### src/rtl/sod_pkg.sv
package sod_pkg;

  localparam int DIV_CODE_W = 2;
  localparam int DLY_W      = 5;
  localparam int PER_W      = 6;

  typedef enum logic [1:0] {
    ST_IDLE  = 2'd0,
    ST_SHIFT = 2'd1,
    ST_LATCH = 2'd2
  } sod_state_e;

  // bus cycles per bit period for a divisor code
  function automatic logic [PER_W-1:0] period_of(input logic [DIV_CODE_W-1:0] code);
    return PER_W'(6'd4 << code);
  endfunction

  // half of the bit period
  function automatic logic [DLY_W-1:0] half_of(input logic [DIV_CODE_W-1:0] code);
    logic [PER_W-1:0] p;
    p = period_of(code);
    return DLY_W'(p >> 1);
  endfunction

  // requested delay clamped into [1, period/2]
  function automatic logic [DLY_W-1:0] clamp_delay(input logic [DLY_W-1:0] req,
                                                   input logic [DIV_CODE_W-1:0] code);
    logic [DLY_W-1:0] h;
    h = half_of(code);
    if (req == '0)     return DLY_W'(1);
    else if (req > h)  return h;
    else               return req;
  endfunction

endpackage

### src/rtl/sod_cfg.sv
module sod_cfg
  import sod_pkg::*;
(
  input  logic                  clk,
  input  logic                  rst_n,
  input  logic                  wr,
  input  logic [DIV_CODE_W-1:0] wr_div,
  input  logic [DLY_W-1:0]      wr_dly,
  input  logic                  wr_latch,
  input  logic                  capture,
  output logic [PER_W-1:0]      act_period,
  output logic [DLY_W-1:0]      act_delay,
  output logic [DLY_W-1:0]      act_half,
  output logic                  act_latch
);

  localparam logic [DIV_CODE_W-1:0] RST_DIV = DIV_CODE_W'(3);
  localparam logic [DLY_W-1:0]      RST_DLY = DLY_W'(1);

  logic [DIV_CODE_W-1:0] pend_div;
  logic [DLY_W-1:0]      pend_dly;
  logic                  pend_latch;

  always_ff @(posedge clk) begin
    if (!rst_n) begin
      pend_div   <= RST_DIV;
      pend_dly   <= RST_DLY;
      pend_latch <= 1'b0;
    end else if (wr) begin
      pend_div   <= wr_div;
      pend_dly   <= wr_dly;
      pend_latch <= wr_latch;
    end
  end

  // active settings only move when a frame starts
  always_ff @(posedge clk) begin
    if (!rst_n) begin
      act_period <= period_of(RST_DIV);
      act_delay  <= clamp_delay(RST_DLY, RST_DIV);
      act_half   <= half_of(RST_DIV);
      act_latch  <= 1'b0;
    end else if (capture) begin
      act_period <= period_of(pend_div);
      act_delay  <= clamp_delay(pend_dly, pend_div);
      act_half   <= half_of(pend_div);
      act_latch  <= pend_latch;
    end
  end

endmodule

### src/rtl/sod_timer.sv
module sod_timer
  import sod_pkg::*;
(
  input  logic             clk,
  input  logic             rst_n,
  input  logic             clear,
  input  logic             run,
  input  logic [PER_W-1:0] period,
  output logic [PER_W-1:0] phase,
  output logic             period_end
);

  assign period_end = run && (phase == period - PER_W'(1));

  always_ff @(posedge clk) begin
    if (!rst_n)          phase <= '0;
    else if (clear)      phase <= '0;
    else if (period_end) phase <= '0;
    else if (run)        phase <= phase + PER_W'(1);
  end

endmodule

### src/rtl/sod_shifter.sv
module sod_shifter #(
  parameter int FRAME_W = 8
) (
  input  logic               clk,
  input  logic               rst_n,
  input  logic               load,
  input  logic [FRAME_W-1:0] load_word,
  input  logic               advance,
  output logic               msb,
  output logic               on_last
);

  localparam int CNT_W = (FRAME_W > 1) ? $clog2(FRAME_W) : 1;
  localparam logic [CNT_W-1:0] LAST = CNT_W'(FRAME_W - 1);

  logic [FRAME_W-1:0] sreg;
  logic [CNT_W-1:0]   idx;

  assign msb     = sreg[FRAME_W-1];
  assign on_last = (idx == LAST);

  always_ff @(posedge clk) begin
    if (!rst_n) begin
      sreg <= '0;
      idx  <= '0;
    end else if (load) begin
      sreg <= load_word;
      idx  <= '0;
    end else if (advance) begin
      sreg <= sreg << 1;
      idx  <= on_last ? idx : idx + CNT_W'(1);
    end
  end

endmodule

### src/rtl/serial_out_driver.sv
module serial_out_driver
  import sod_pkg::*;
#(
  parameter int FRAME_W = 8
) (
  input  logic               clk,
  input  logic               rst_n,
  input  logic               cfg_we,
  input  logic [1:0]         cfg_div,
  input  logic [4:0]         cfg_dly,
  input  logic               cfg_latch,
  input  logic               start,
  input  logic [FRAME_W-1:0] word,
  output logic               busy,
  output logic               sdata_o,
  output logic               sclk_o,
  output logic               latch_o
);

  sod_state_e       state, state_nx;
  logic             accept_w;
  logic             period_end_w;
  logic             bit_last_w;
  logic             shift_adv_w;
  logic             msb_w;
  logic [PER_W-1:0] phase;
  logic [PER_W-1:0] act_period;
  logic [DLY_W-1:0] act_delay;
  logic [DLY_W-1:0] act_half;
  logic             act_latch;
  logic [PER_W-1:0] rise_at;
  logic [PER_W-1:0] fall_at;

  assign accept_w    = start && (state == ST_IDLE);
  assign shift_adv_w = period_end_w && (state == ST_SHIFT);

  sod_cfg u_cfg (
    .clk        (clk),
    .rst_n      (rst_n),
    .wr         (cfg_we),
    .wr_div     (cfg_div),
    .wr_dly     (cfg_dly),
    .wr_latch   (cfg_latch),
    .capture    (accept_w),
    .act_period (act_period),
    .act_delay  (act_delay),
    .act_half   (act_half),
    .act_latch  (act_latch)
  );

  sod_timer u_timer (
    .clk        (clk),
    .rst_n      (rst_n),
    .clear      (accept_w),
    .run        (state != ST_IDLE),
    .period     (act_period),
    .phase      (phase),
    .period_end (period_end_w)
  );

  sod_shifter #(.FRAME_W(FRAME_W)) u_shift (
    .clk       (clk),
    .rst_n     (rst_n),
    .load      (accept_w),
    .load_word (word),
    .advance   (shift_adv_w),
    .msb       (msb_w),
    .on_last   (bit_last_w)
  );

  always_comb begin
    state_nx = state;
    unique case (state)
      ST_IDLE:  if (start) state_nx = ST_SHIFT;
      ST_SHIFT: if (period_end_w && bit_last_w)
                  state_nx = act_latch ? ST_LATCH : ST_IDLE;
      ST_LATCH: if (period_end_w) state_nx = ST_IDLE;
      default:  state_nx = ST_IDLE;
    endcase
  end

  always_ff @(posedge clk) begin
    if (!rst_n) state <= ST_IDLE;
    else        state <= state_nx;
  end

  // clock-high window inside a bit period
  assign rise_at = PER_W'(act_delay);
  assign fall_at = PER_W'(act_delay) + PER_W'(act_half);

  assign busy    = (state != ST_IDLE);
  assign sdata_o = (state == ST_SHIFT) && msb_w;
  assign sclk_o  = (state == ST_SHIFT) && (phase >= rise_at) && (phase < fall_at);
  assign latch_o = (state == ST_LATCH);

endmodule

### config.mk
export PLATFORM = sky130hd
export DESIGN_NAME = serial_out_driver
export DESIGN_NICKNAME = d
export VERILOG_FILES = /design/src/rtl/sod_pkg.sv /design/src/rtl/sod_cfg.sv /design/src/rtl/sod_timer.sv /design/src/rtl/sod_shifter.sv /design/src/rtl/serial_out_driver.sv
export SDC_FILE = /design/constraint.sdc
export NUM_CORES = 1
export LEC_CHECK = 0
export ABC_AREA = 1
export BUFFER_PORTS_ARGS = -buffer_cell sky130_fd_sc_hd__buf_2
export CORE_UTILIZATION = 61
export CTS_CLUSTER_SIZE = 12
export DETAILED_ROUTE_END_ITERATION = 8
export GPL_TIMING_DRIVEN = 0
export HOLD_SLACK_MARGIN = 0.12
export PLACE_DENSITY_LB_ADDON = 0.08
export REMOVE_ABC_BUFFERS = 1
export SETUP_SLACK_MARGIN = 0.2
export SLEW_MARGIN = 5
export SYNTH_ARGS = -nofsm -noshare
export SYNTH_HDL_FRONTEND = slang
export SYNTH_SLANG_ARGS = --single-unit
### constraint.sdc
create_clock -name clk -period 4.6 [get_ports clk]
set_input_delay 0.23 -clock clk [delete_from_list [all_inputs] [get_ports clk]]
set_output_delay 0.23 -clock clk [all_outputs]
set_load 0.01 [all_outputs]
# ---- Word-level counts from Yosys, hierarchy flattened
# Cells that the tools add are included.
dict set report word_totals {
  regBits 44
  latchBits 0
  ram_bits 0
  romBits 0
  inputBits 20
  output_inout_bits 4
  wordCells 52
  memories 0
}
dict set report classes {
  add_sub_neg 4
  mul 0
  n_div 0
  order_cmp 3
  n_eq_ne 7
  n_shift 1
  muxes 9
  bitwise 2
  reduce_logical 15
}
# cell n
set op_table {}
lappend op_table {{$mux W8} 2}
lappend op_table {{$mux W5} 2}
lappend op_table {{$mux W2} 4}
lappend op_table {{$logic_and A1 B1 Y1} 7}
lappend op_table {{$add A5 B5 Y6} 1}
lappend op_table {{$add A6 B1 Y6 const B} 1}
lappend op_table {{$eq A6 B6 Y1} 1}
lappend op_table {{$ge A6 B5 Y1} 1}
lappend op_table {{$lt A6 B6 Y1} 1}
lappend op_table {{$pmux W2 S3} 1}
lappend op_table {{$shl A3 B2 Y6 const A} 1}
lappend op_table {{$sub A6 B1 Y6 const B} 1}
lappend op_table {{$gt A5 B5 Y1} 1}
lappend op_table {{$logic_not A5 Y1} 1}
lappend op_table {{$ne A2 B2 Y1 const B} 2}
lappend op_table {{$reduce_bool A2 Y1} 2}
lappend op_table {{$add A3 B1 Y3 const B} 1}
lappend op_table {{$eq A3 B3 Y1 const B} 1}
lappend op_table {{$reduce_and A3 Y1} 1}
lappend op_table {{$reduce_or A3 Y1} 1}
lappend op_table {{$eq A2 B1 Y1 const B} 1}
lappend op_table {{$eq A2 B2 Y1 const B} 1}
lappend op_table {{$logic_not A2 Y1} 1}
lappend op_table {{$ne A2 B1 Y1 const B} 1}
lappend op_table {{3 further kinds} 4}

# ---- Longest topological paths before layout
# Gate-level depths: netlist of the first run.
dict set report logic_depth {
  ltp_word 6
  mapped_depth 14
  depth_no_buf 14
}

# ---- Hierarchy
# Synthesis of the first run repeated with hierarchy kept, for this count alone.
dict set report unflattened {
  hier_cells 373
  area_unflattened_um2 2482.4
}
# module instances cells_each area_per_inst_um2 seq_area_each_um2
set modules_own_cells {}
lappend modules_own_cells {sod_cfg 1 114 844.6 360.3}
lappend modules_own_cells {serial_out_driver 1 97 588.1 40.0}
lappend modules_own_cells {sod_shifter 1 78 540.5 220.2}
lappend modules_own_cells {sod_timer 1 84 509.2 120.1}

# ---- Least setup slack after synthesis of the first run
# Ideal clock, no wire load.
dict set report synth_path {
  kind {register to output}
  startpoint {register u_cfg.act_half[1]}
  endpoint {output port sclk_o}
  arrival_time_ns 1.814
  required_ns 4.370
  path_slack_ns 2.556
  path_stages_with_launch 10
  path_buffers 0
  cell_sequence {dfxtp_1 ha_1 fa_1 nand2_1 nand2_1 a21oi_1 ha_1 a21oi_1 o221ai_1 nor2_1}
}
dict set report synth_between {
  elab_chain_cells 3
}
# item line
set synth_rtl {}
lappend synth_rtl {{start: declaration} sod_cfg.sv:13} ;# output logic [DLY_W-1:0] act_half,
lappend synth_rtl {{start signal: assignment} sod_cfg.sv:41} ;# act_half <= half_of(RST_DIV);
lappend synth_rtl {{start signal: assignment} sod_cfg.sv:46} ;# act_half <= half_of(pend_div);
lappend synth_rtl {{$add A5 B5 Y6} serial_out_driver.sv:89} ;# assign fall_at = PER_W'(act_delay) + PER_W'(act_half);
lappend synth_rtl {{$lt A6 B6 Y1} serial_out_driver.sv:93} ;# assign sclk_o = (state == ST_SHIFT) && (phase >= rise_at) && (phase < fall_at);
lappend synth_rtl {{$logic_and A1 B1 Y1} serial_out_driver.sv:93}
lappend synth_rtl {{end: declaration} serial_out_driver.sv:16} ;# output logic sclk_o,
# Every way passes these cells.

# ---- Final worst setup path of the first run
# Ends and elaborated chain as after synthesis.

==> impl_metrics.env, run 1 <==
export IMPL_fmax_mhz=384
export IMPL_cap_violations=0
export IMPL_p_seq_frac=0.489
export IMPL_dieArea_um2=3810
export IMPL_status="completed"
export IMPL_numPortBuffers=23
export IMPL_grt_met1_usage=0.291
export IMPL_start_util=0.646
export IMPL_whs_path_depth=3
export IMPL_worst_slack_ns=2.00
export IMPL_slew_viol_final=0
export IMPL_cts_resized_gates=0
export IMPL_grt_use_met3=0.0663
export IMPL_gr_usage_all_layers=0.246
export IMPL_final_setup_tns_ns=0
export IMPL_overflow=0
export IMPL_path_clk_slew_ns=0.11
export IMPL_first_pass_iters=4
export IMPL_worstPathRequired_ns=4.37
export IMPL_critPathLaunchType="flop"
export IMPL_syn_area_um2=2170
export IMPL_grt_max_degree=14
export IMPL_viasPerCell=5.13
export IMPL_post_place_ws_ns=2.38
export IMPL_crit_fanout=4
export IMPL_die_y_um=61.7
export IMPL_holdCritPathClass="primary input to flop"
export IMPL_drive_gt1_frac=0.139
export IMPL_holdPathEnd="u_cfg.pend_div[1]"
export IMPL_timing_final_crit_share=0.566
export IMPL_wirelength_mm=4.21
export IMPL_slew_headroom=0.787
export IMPL_worstReg2RegStart="u_cfg.act_half[1]"
export IMPL_ant_nets=0
export IMPL_rows=21
export IMPL_switchingPower_mw=0.253
export IMPL_dp_final_hpwl_mm=3.26
export IMPL_cp_arrival_ns=2.37
export IMPL_min_from="cfg_div[1]"
export IMPL_finalSetupViolCount=0
export IMPL_worstSetupPathType="flop to output port"
export IMPL_grt_setup_unrepaired="false"
export IMPL_antenna_found_initial=0
export IMPL_power_mw=0.755
export IMPL_hold_violations=0
export IMPL_swShare=0.336
export IMPL_pwr_share_clk=0.227
export IMPL_synth_cell_types=30
export IMPL_clock_sinks=37
export IMPL_finClkSkew_ns=0.0126
export IMPL_hold_ws_ns=0.133
export IMPL_worst_r2r_setup_slack_ns=2.74
export IMPL_endpoint_kind="output port"
export IMPL_diodes=0
export IMPL_vias=1933
export IMPL_clkLatencyLatePin_ns=0.33
export IMPL_grt_busiest_layer="met2"
export IMPL_grt_pass1_vias=1599
export IMPL_layout_nets=374
export IMPL_syn_inst=298
export IMPL_cts_tree="done"
export IMPL_die_w_um=61.7
export IMPL_place_gp_congestion=0.831
export IMPL_synth_warning_count=0
export IMPL_post_route_drc_count=0
export IMPL_nFillCells=304
export IMPL_cts_buffers=5
export IMPL_leakage_nw=1.20
export IMPL_syn2layout_area_growth_pct=12.1
export IMPL_r2r_cells=12
export IMPL_irDropWorstVdd_mv=0.192
export IMPL_ys_ff_latch=37
export IMPL_r2r_end="u_shift.idx[2]"
export IMPL_power_frac_comb=0.284
export IMPL_cts_buffer_depth=2
export IMPL_grt_pass1_wl_mm=6.70
export IMPL_tightest_slew_ns=0.318
export IMPL_p_per_area_nw_per_um2=310
export IMPL_drt_iter0_drc=90
export IMPL_ys_seq_area_frac=0.341
export IMPL_wl_per_cell_um=11.2
export IMPL_htree_num_levels=2
export IMPL_fp_coreArea_um2=3360
export IMPL_p_int_mw=0.501
export IMPL_root_buffer="clkbuf_4"
export IMPL_layout_min_cycle_time_ns=2.60
export IMPL_grt_use_met2=0.424
export IMPL_avgSynthCellArea_um2=7.29
export IMPL_ios=24
[metal layers]
metal	share of wire	up-vias
met3	0.036	8
met1	0.47	847
met5	0	-
li1	-	1037
met2	0.48	41
met4	0.017	0
[logic make-up (layout without fill, tap and decap cells)]
kind of cell,after synthesis,count (layout),share of synthesized area
fa+ha+maj,23,23,0.136
simple gates,131,131,0.275
xor+xnor,6,6,0.0242
compound gates,50,50,0.136
buf+inv,51,84,0.0881
flops,37,37,0.341
[registers in the layout, summed over array words and instances (netlist names)]
register	cells
u_shift.sreg	8
u_timer.phase	6
u_cfg.act_delay	5
u_cfg.pend_dly	5
u_cfg.act_half	4
u_shift.idx	3
state	2
u_cfg.pend_div	2
u_cfg.act_latch	1
u_cfg.pend_latch	1
[placed cells by master, fill, tap and decap left out, types with 4 or more instances in the layout]
cell type      instances
a21oi_1               18
buf_2                 23
clkbuf_4               5
dfxtp_1               37
dlygate4sd3_1          4
ha_1                  22
inv_1                 45
inv_2                  5
nand2_1               63
nand3_1               16
nor2_1                34
nor2_4                 4
nor3_1                 5
o211ai_1               4
o21ai_0               16
o22ai_1                4
xnor2_1                4
[stage by stage]
stage,utilization,area (um^2),cells
after floorplan,-,2170,297
after global routing,0.725,2440,377
after detailed placement,0.696,2340,366
final,0.725,2440,377
after CTS,0.725,2440,377
after global placement,0.696,2340,366
[synth_stat cells, drive strengths merged]
master | number | area share
inv | 50 | 0.086
o21ai | 18 | 0.041
o221ai | 1 | 0.0040
nand3 | 18 | 0.050
o211ai | 4 | 0.014
o22ai | 4 | 0.012
a21o | 1 | 0.0035
xnor2 | 4 | 0.016
clkbuf | 1 | 0.0017
nor2 | 40 | 0.085
ha | 22 | 0.13
nor3 | 5 | 0.012
xor2 | 2 | 0.0081
nand4 | 2 | 0.0058
nor3b | 1 | 0.0035
dfxtp | 37 | 0.34
a21oi | 19 | 0.045
a211oi | 1 | 0.0035
nand2 | 65 | 0.12
a22oi | 1 | 0.0035
fa | 1 | 0.0092
a31oi | 1 | 0.0098
[timing repair]
action                                 CTS  global route
endpoints found under the hold margin    4             0
buffers inserted                         0             0
hold buffers                             4             0
[critical path: stages, from the launching register on]
cell      delay (ns)
dfxtp_1         0.36
ha_1            0.22
fa_1            0.41
nand2_1         0.07
nand2_1         0.06
a21oi_1         0.14
ha_1            0.27
a21oi_1         0.15
o221ai_1        0.12
nor2_1          0.11
buf_2           0.13
[area by class of cell]
type                    instances  area [um^2]  area share
clock buffers                   7         55.1      0.0226
inverters                      50          188      0.0770
multi-input cells             210         1240       0.509
flip-flops and latches         37          741       0.304
well taps                      46         57.6      0.0236
repair buffers                 27          155      0.0637
[worst max-delay path by stage]
stage                 startpoint  depth (start not counted)      to
2_1_floorplan  u_cfg.act_half[1]                          9  sclk_o
3_3_place_gp   u_cfg.act_half[1]                         10  sclk_o
3_5_place_dp   u_cfg.act_half[1]                         10  sclk_o
4_1_cts        u_cfg.act_half[1]                         10  sclk_o
5_1_grt        u_cfg.act_half[1]                         10  sclk_o
6_report       u_cfg.act_half[1]                         10  sclk_o
[power by group through the flow]
stage	registers [mW]	logic [mW]	clock network, mW
after CTS	0.369	0.216	0.177
final	0.369	0.214	0.171
after floorplan	0.371	0.162	0
after detailed placement	0.376	0.211	0
after global routing	0.373	0.248	0.190
after global placement	0.375	0.204	0
Power figures use the tool's default switching activity.
==> run 2, diff against run 1 <==
--- a/config.mk
+++ b/config.mk
@@ -7,7 +7,7 @@
 export LEC_CHECK = 0
 export ABC_AREA = 1
 export BUFFER_PORTS_ARGS = -buffer_cell sky130_fd_sc_hd__buf_2
-export CORE_UTILIZATION = 61
+export CORE_UTILIZATION = 58
 export CTS_CLUSTER_SIZE = 12
 export DETAILED_ROUTE_END_ITERATION = 8
 export GPL_TIMING_DRIVEN = 0
==> constraint.sdc (replaced) <==
create_clock -name clk -period 2.7 [get_ports clk]
set_input_delay 0.135 -clock clk [delete_from_list [all_inputs] [get_ports clk]]
set_output_delay 0.135 -clock clk [all_outputs]
set_load 0.01 [all_outputs]
==> run 2 against run 1 <==
Against the previous run: global-route usage is 1.2 points higher; sequential power grew 70%; critical endpoint unchanged; highest routed layer unchanged; largest cell class unchanged; routed wire length increased by 0.69%; worst setup slack lost 1.6 ns; total power rose by 82%.
==> impl_metrics.env, run 2 (synthesis results as in run 1) <==
export IMPL_syn2layout_area_growth_pct=17.2
export IMPL_post_route_drc_count=0
export IMPL_fmax_mhz=428
export IMPL_viasPerCell=5.01
export IMPL_dieArea_um2=4000
export IMPL_cap_violations=0
export IMPL_root_buffer="clkbuf_8"
export IMPL_antenna_found_initial=0
export IMPL_grt_pass1_vias=1930
export IMPL_crit_fanout=4
export IMPL_timing_final_crit_share=0.865
export IMPL_worstPathRequired_ns=2.57
export IMPL_leakage_nw=1.23
export IMPL_rows=21
export IMPL_path_clk_slew_ns=0.07
export IMPL_final_cell_mix="nand2_1 (63), inv_1 (45), dfxtp_1 (37)"
export IMPL_tightest_slew_ns=0.337
export IMPL_irDropWorstVdd_mv=0.388
export IMPL_diodes=0
export IMPL_start_util=0.627
export IMPL_critPathLaunchType="flop"
export IMPL_p_per_area_nw_per_um2=540
export IMPL_drive_gt1_frac=0.150
export IMPL_cp_arrival_ns=2.20
export IMPL_overflow=0
export IMPL_clkLatencyLatePin_ns=0.30
export IMPL_drt_iter0_drc=60
export IMPL_holdCritPathClass="primary input to flop"
export IMPL_layout_nets=381
export IMPL_vias=1928
export IMPL_cts_buffer_depth=2
export IMPL_ios=24
export IMPL_final_setup_tns_ns=0
export IMPL_power_mw=1.38
export IMPL_numPortBuffers=23
export IMPL_postLayoutCoreUtil=0.734
export IMPL_finClkSkew_ns=0.00762
export IMPL_clock_sinks=37
export IMPL_finalSetupViolCount=0
export IMPL_top_regs="u_shift.sreg (8), u_timer.phase (6)"
export IMPL_slew_headroom=0.774
export IMPL_wl_per_cell_um=11.0
export IMPL_grt_pass1_wl_mm=8.00
export IMPL_hold_violations=0
export IMPL_layout_min_cycle_time_ns=2.33
export IMPL_slew_viol_final=0
export IMPL_hold_ws_ns=0.133
export IMPL_htree_num_levels=2
export IMPL_cts_tree="done"
export IMPL_status="completed"
export IMPL_dp_final_hpwl_mm=3.19
export IMPL_first_pass_iters=4
export IMPL_largest_register="u_shift.sreg"
export IMPL_place_gp_congestion=0.803
export IMPL_grt_setup_unrepaired="false"
export IMPL_die_w_um=63.2
export IMPL_die_y_um=63.2
export IMPL_gr_usage_all_layers=0.258
export IMPL_fp_coreArea_um2=3470
export IMPL_ant_nets=0
export IMPL_cts_buffers=5
export IMPL_worstSetupPathType="flop to output port"
export IMPL_largest_reg_flops=8
export IMPL_wirelength_mm=4.24
export IMPL_layout_commonest_cell="nand2_1"
export IMPL_nFillCells=285
export IMPL_endpoint_kind="output port"
export IMPL_grt_max_degree=14
-- run 2: cell types whose count changed in the layout (fill, tap and decap cells not counted), sizes merged --
cell         previous run  this run
dlygate4sd3             4        11
clkbuf                  7         5
clkinv                  0         2
clkinvlp                0         1
-- run 2: cell type report --
type	instances	area, um^2	share of cell area
repair buffers	34	225	0.0884
clock buffers	5	68.8	0.0270
flip-flops and latches	37	741	0.291
multi-input cells	210	1250	0.491
inverters	50	188	0.0737
well taps	46	57.6	0.0226
clock inverters	3	17.5	0.00688
-- run 2: timing repair --
item | in CTS | in global routing
resized for setup | 0 | 3
hold endpoints to repair | 9 | 0
hold buffers | 11 | 0
endpoints found under the setup margin | 0 | 1
setup buffers | 0 | 0
-- run 2: critical path: stages, from the launching register on --
cell and delay, ns:
dfxtp_1 0.34, ha_2 0.20, fa_2 0.35, nand2_1 0.07, nand2_1 0.05, a21oi_1 0.14
ha_1 0.28, a21oi_2 0.14, o221ai_1 0.11, nor2_1 0.10, buf_2 0.13
-- run 2: path summary, 6_finish.rpt --
path / from / cells past startpoint / end / slack [ns]
setup / recovery: u_cfg.act_half[1] / 10 / sclk_o / 0.37
hold / removal: word[3] / 5 / u_shift.sreg[3] / 0.13
setup reg to reg: u_cfg.act_half[2] / 12 / u_shift.idx[2] / 0.82
hold reg to reg: u_cfg.act_latch / 2 / u_cfg.act_latch / 0.47
-- run 2: through the flow --
stage | instance area [um^2] | std cells | setup slack [ns]
2_1_floorplan | 2170 | 297 | 0.751
3_3_place_gp | 2340 | 366 | 0.609
3_5_place_dp | 2340 | 366 | 0.590
4_1_cts | 2540 | 385 | 0.266
5_1_grt | 2550 | 385 | 0.229
6_report | 2550 | 385 | 0.365
-- run 2: per-layer routing --
| layer | track usage | part of all wire |
|---|---|---|
| met5 | 0 | 0 |
| met4 | 0.0852 | 0.014 |
| met3 | 0.0725 | 0.029 |
| met2 | 0.452 | 0.47 |
| met1 | 0.299 | 0.49 |
-- run 2: power breakdown --
group          internal, mW  switching [mW]  leakage, nW  total [mW]
registers             0.592          0.0365        0.303       0.629
logic                 0.146           0.225        0.884       0.370
clock network         0.178           0.199       0.0439       0.377
total                 0.916           0.460         1.23        1.38
==> run 3, diff against run 2 <==
--- a/config.mk
+++ b/config.mk
@@ -7,15 +7,16 @@
 export LEC_CHECK = 0
 export ABC_AREA = 1
 export BUFFER_PORTS_ARGS = -buffer_cell sky130_fd_sc_hd__buf_2
-export CORE_UTILIZATION = 58
+export CORE_UTILIZATION = 40
 export CTS_CLUSTER_SIZE = 12
 export DETAILED_ROUTE_END_ITERATION = 8
 export GPL_TIMING_DRIVEN = 0
 export HOLD_SLACK_MARGIN = 0.12
 export PLACE_DENSITY_LB_ADDON = 0.08
 export REMOVE_ABC_BUFFERS = 1
-export SETUP_SLACK_MARGIN = 0.2
+export SETUP_SLACK_MARGIN = 0.15
 export SLEW_MARGIN = 5
 export SYNTH_ARGS = -nofsm -noshare
 export SYNTH_HDL_FRONTEND = slang
+export SYNTH_HIERARCHICAL = 1
 export SYNTH_SLANG_ARGS = --single-unit
==> run 3 against run 2 <==
Against the previous run: worst hold slack got worse by 0.010 ns; register-to-register slack lost 0.34 ns; critical path depth increased by 7; worst setup slack worse by 0.073 ns; clock power rose by 31%; maximum frequency down 3.0%; critical endpoint unchanged.
==> impl_metrics.env, run 3 <==
export IMPL_postLayoutCoreUtil=0.483
export IMPL_leakage_nw=1.45
export IMPL_place_gp_congestion=0.750
export IMPL_layout_commonest_cell="nand2_1"
export IMPL_crit_fanout=4
export IMPL_ant_nets=0
export IMPL_synth_cell_types=29
export IMPL_start_util=0.417
export IMPL_dominantRegCellSynth="dfxtp_1"
export IMPL_hold_violations=0
export IMPL_synth_warning_count=6
export IMPL_numPortBuffers=23
export IMPL_grt_pass1_wl_mm=8.89
export IMPL_gr_usage_all_layers=0.177
export IMPL_syn2layout_area_growth_pct=15.8
export IMPL_final_setup_tns_ns=0
export IMPL_cts_buffer_depth=2
export IMPL_yosysMostFrequentCell="nand2_1"
export IMPL_clock_sinks=37
export IMPL_grt_met1_usage=0.235
export IMPL_worstPathRequired_ns=2.57
export IMPL_diodes=0
export IMPL_grt_setup_unrepaired="true"
export IMPL_largest_reg_flops=8
export IMPL_timing_final_crit_share=0.892
export IMPL_drt_iter0_drc=83
export IMPL_slew_viol_final=0
export IMPL_dp_final_hpwl_mm=3.78
export IMPL_avgSynthCellArea_um2=6.66
export IMPL_p_per_area_nw_per_um2=495
export IMPL_dieArea_um2=6520
export IMPL_endpoint_kind="output port"
export IMPL_die_w_um=80.8
export IMPL_grt_use_met2=0.292
export IMPL_ys_ff_latch=37
export IMPL_synth_edf_count=0
export IMPL_viasPerCell=4.59
export IMPL_finalSetupViolCount=0
export IMPL_slew_headroom=0.477
export IMPL_layout_nets=450
export IMPL_placed_area_um2=2620
export IMPL_holdCritPathClass="primary input to flop"
export IMPL_finClkSkew_ns=0.0112
export IMPL_clkLatencyLatePin_ns=0.29
export IMPL_wl_per_cell_um=10.5
export IMPL_rows=28
export IMPL_syn_inst=373
export IMPL_async_flop_share=0
export IMPL_largest_register="u_shift/sreg"
export IMPL_hold_ws_ns=0.123
export IMPL_cts_tree="done"
export IMPL_grt_busiest_layer="met2"
export IMPL_status="completed"
export IMPL_irDropWorstVdd_mv=0.228
export IMPL_overflow=0
export IMPL_syn_area_um2=2480
export IMPL_ios=24
export IMPL_antenna_found_initial=0
export IMPL_grt_max_degree=24
export IMPL_fp_coreArea_um2=5960
export IMPL_synth_area_leaders="dfxtp_1 (30%), nand2_1 (15%), ha_1 (12%)"
export IMPL_top_regs="u_shift/sreg (8), u_timer/phase (6)"
export IMPL_power_mw=1.42
export IMPL_final_cell_mix="nand2_1 (99), inv_1 (58), dfxtp_1 (34)"
export IMPL_design_area_um2=2870
export IMPL_die_y_um=80.8
export IMPL_drive_gt1_frac=0.150
export IMPL_synth_top_area_share=0.298
export IMPL_path_clk_slew_ns=0.08
export IMPL_vias=2212
export IMPL_tightest_slew_ns=0.784
export IMPL_synth_area_leader_cell="dfxtp_1"
export IMPL_worstSetupPathType="flop to output port"
export IMPL_wirelength_mm=5.08
export IMPL_cts_buffers=5
export IMPL_post_route_drc_count=0
export IMPL_synthTopCellsByCount="nand2_1 (100), inv_1 (58), dfxtp_1 (37)"
export IMPL_grt_use_met3=0.0337
export IMPL_root_buffer="clkbuf_8"
export IMPL_first_pass_iters=4
export IMPL_ys_seq_area_frac=0.298
export IMPL_fmax_mhz=415
export IMPL_layout_min_cycle_time_ns=2.41
export IMPL_grt_pass1_vias=1990
export IMPL_cap_violations=0
export IMPL_cp_arrival_ns=2.27
export IMPL_critPathLaunchType="flop"
export IMPL_htree_num_levels=2
[run 3: cell types whose count changed after synthesis, sizes merged, moves of 4 or more]
| cell | previous run | this run |
|---|---|---|
| o211ai | 4 | 0 |
| buf | 0 | 10 |
| xor2 | 2 | 7 |
| a21oi | 19 | 25 |
| nand2 | 65 | 104 |
| nand3 | 18 | 33 |
| inv | 50 | 64 |
| o22ai | 4 | 0 |
| xnor2 | 4 | 0 |
[run 3: layout make-up]
class                   count  area, um^2
well taps                  75        93.8
flip-flops and latches     37         747
repair buffers             35         230
inverters                  64         243
clock inverters             2        38.8
multi-input cells         263        1450
clock buffers               6        72.6
fillers                   628        3080
[run 3: where the power goes]
part | switching, mW | internal (mW)
clock network | 0.217 | 0.278
registers | 0.0266 | 0.578
logic | 0.191 | 0.132
[run 3: logic make-up (layout without fill, tap and decap cells)]
group | after synthesis | count (layout) | synth area share
other | 1 | 3 | 0.00151
buffers and inverters | 75 | 107 | 0.132
AO/OA/AOI/OAI | 49 | 49 | 0.106
adder cells (fa/ha/maj) | 24 | 24 | 0.124
AND/OR/NAND/NOR | 179 | 179 | 0.309
flip-flops | 37 | 37 | 0.298
XOR/XNOR | 7 | 7 | 0.0247
multiplexers | 1 | 1 | 0.00403
[run 3: stage by stage]
step	cells	setup WS, ns
6_report	482	0.292
5_1_grt	482	0.0723
4_1_cts	480	0.178
3_5_place_dp	462	0.304
3_3_place_gp	462	0.318
2_1_floorplan	364	0.598
[run 3: worst paths after layout]
check	start	endpoint	slack, ns	cells after the start
hold / removal	cfg_we	u_cfg/pend_dly[0]	0.12	2
setup reg to reg	state[0]	u_shift/idx[0]	0.48	15
setup / recovery	u_cfg/act_period[2]	sclk_o	0.29	17
hold reg to reg	u_shift/sreg[0]	u_shift/sreg[0]	0.47	2
[run 3: worst max-delay path, stage by stage (launching register included)]
cell	delay, ns
dfxtp_4	0.36
inv_1	0.05
fa_2	0.36
inv_1	0.06
nand2_1	0.05
a21oi_2	0.15
nor2_1	0.05
nand2_1	0.07
nand2_2	0.07
ha_4	0.22
nand2_1	0.06
nand2_1	0.05
nand2_1	0.05
nand2_1	0.04
nor2_1	0.08
nand2_1	0.07
nor2_2	0.07
buf_2	0.13
[run 3: layer usage]
layer  share of wire  vias to the layer above
met4           0.010                        0
met3           0.022                        5
met1            0.53                      955
met5               0                        -
met2            0.44                       29
li1                -                     1223
[run 3: repair_timing]
| action | in CTS | in global routing |
|---|---|---|
| gates resized for setup | 5 | 4 |
| hold endpoints to repair | 8 | 0 |
| pin swaps | 0 | 3 |
| hold buffers | 10 | 0 |
| buffers inserted | 0 | 2 |
| setup endpoints to repair | 1 | 1 |
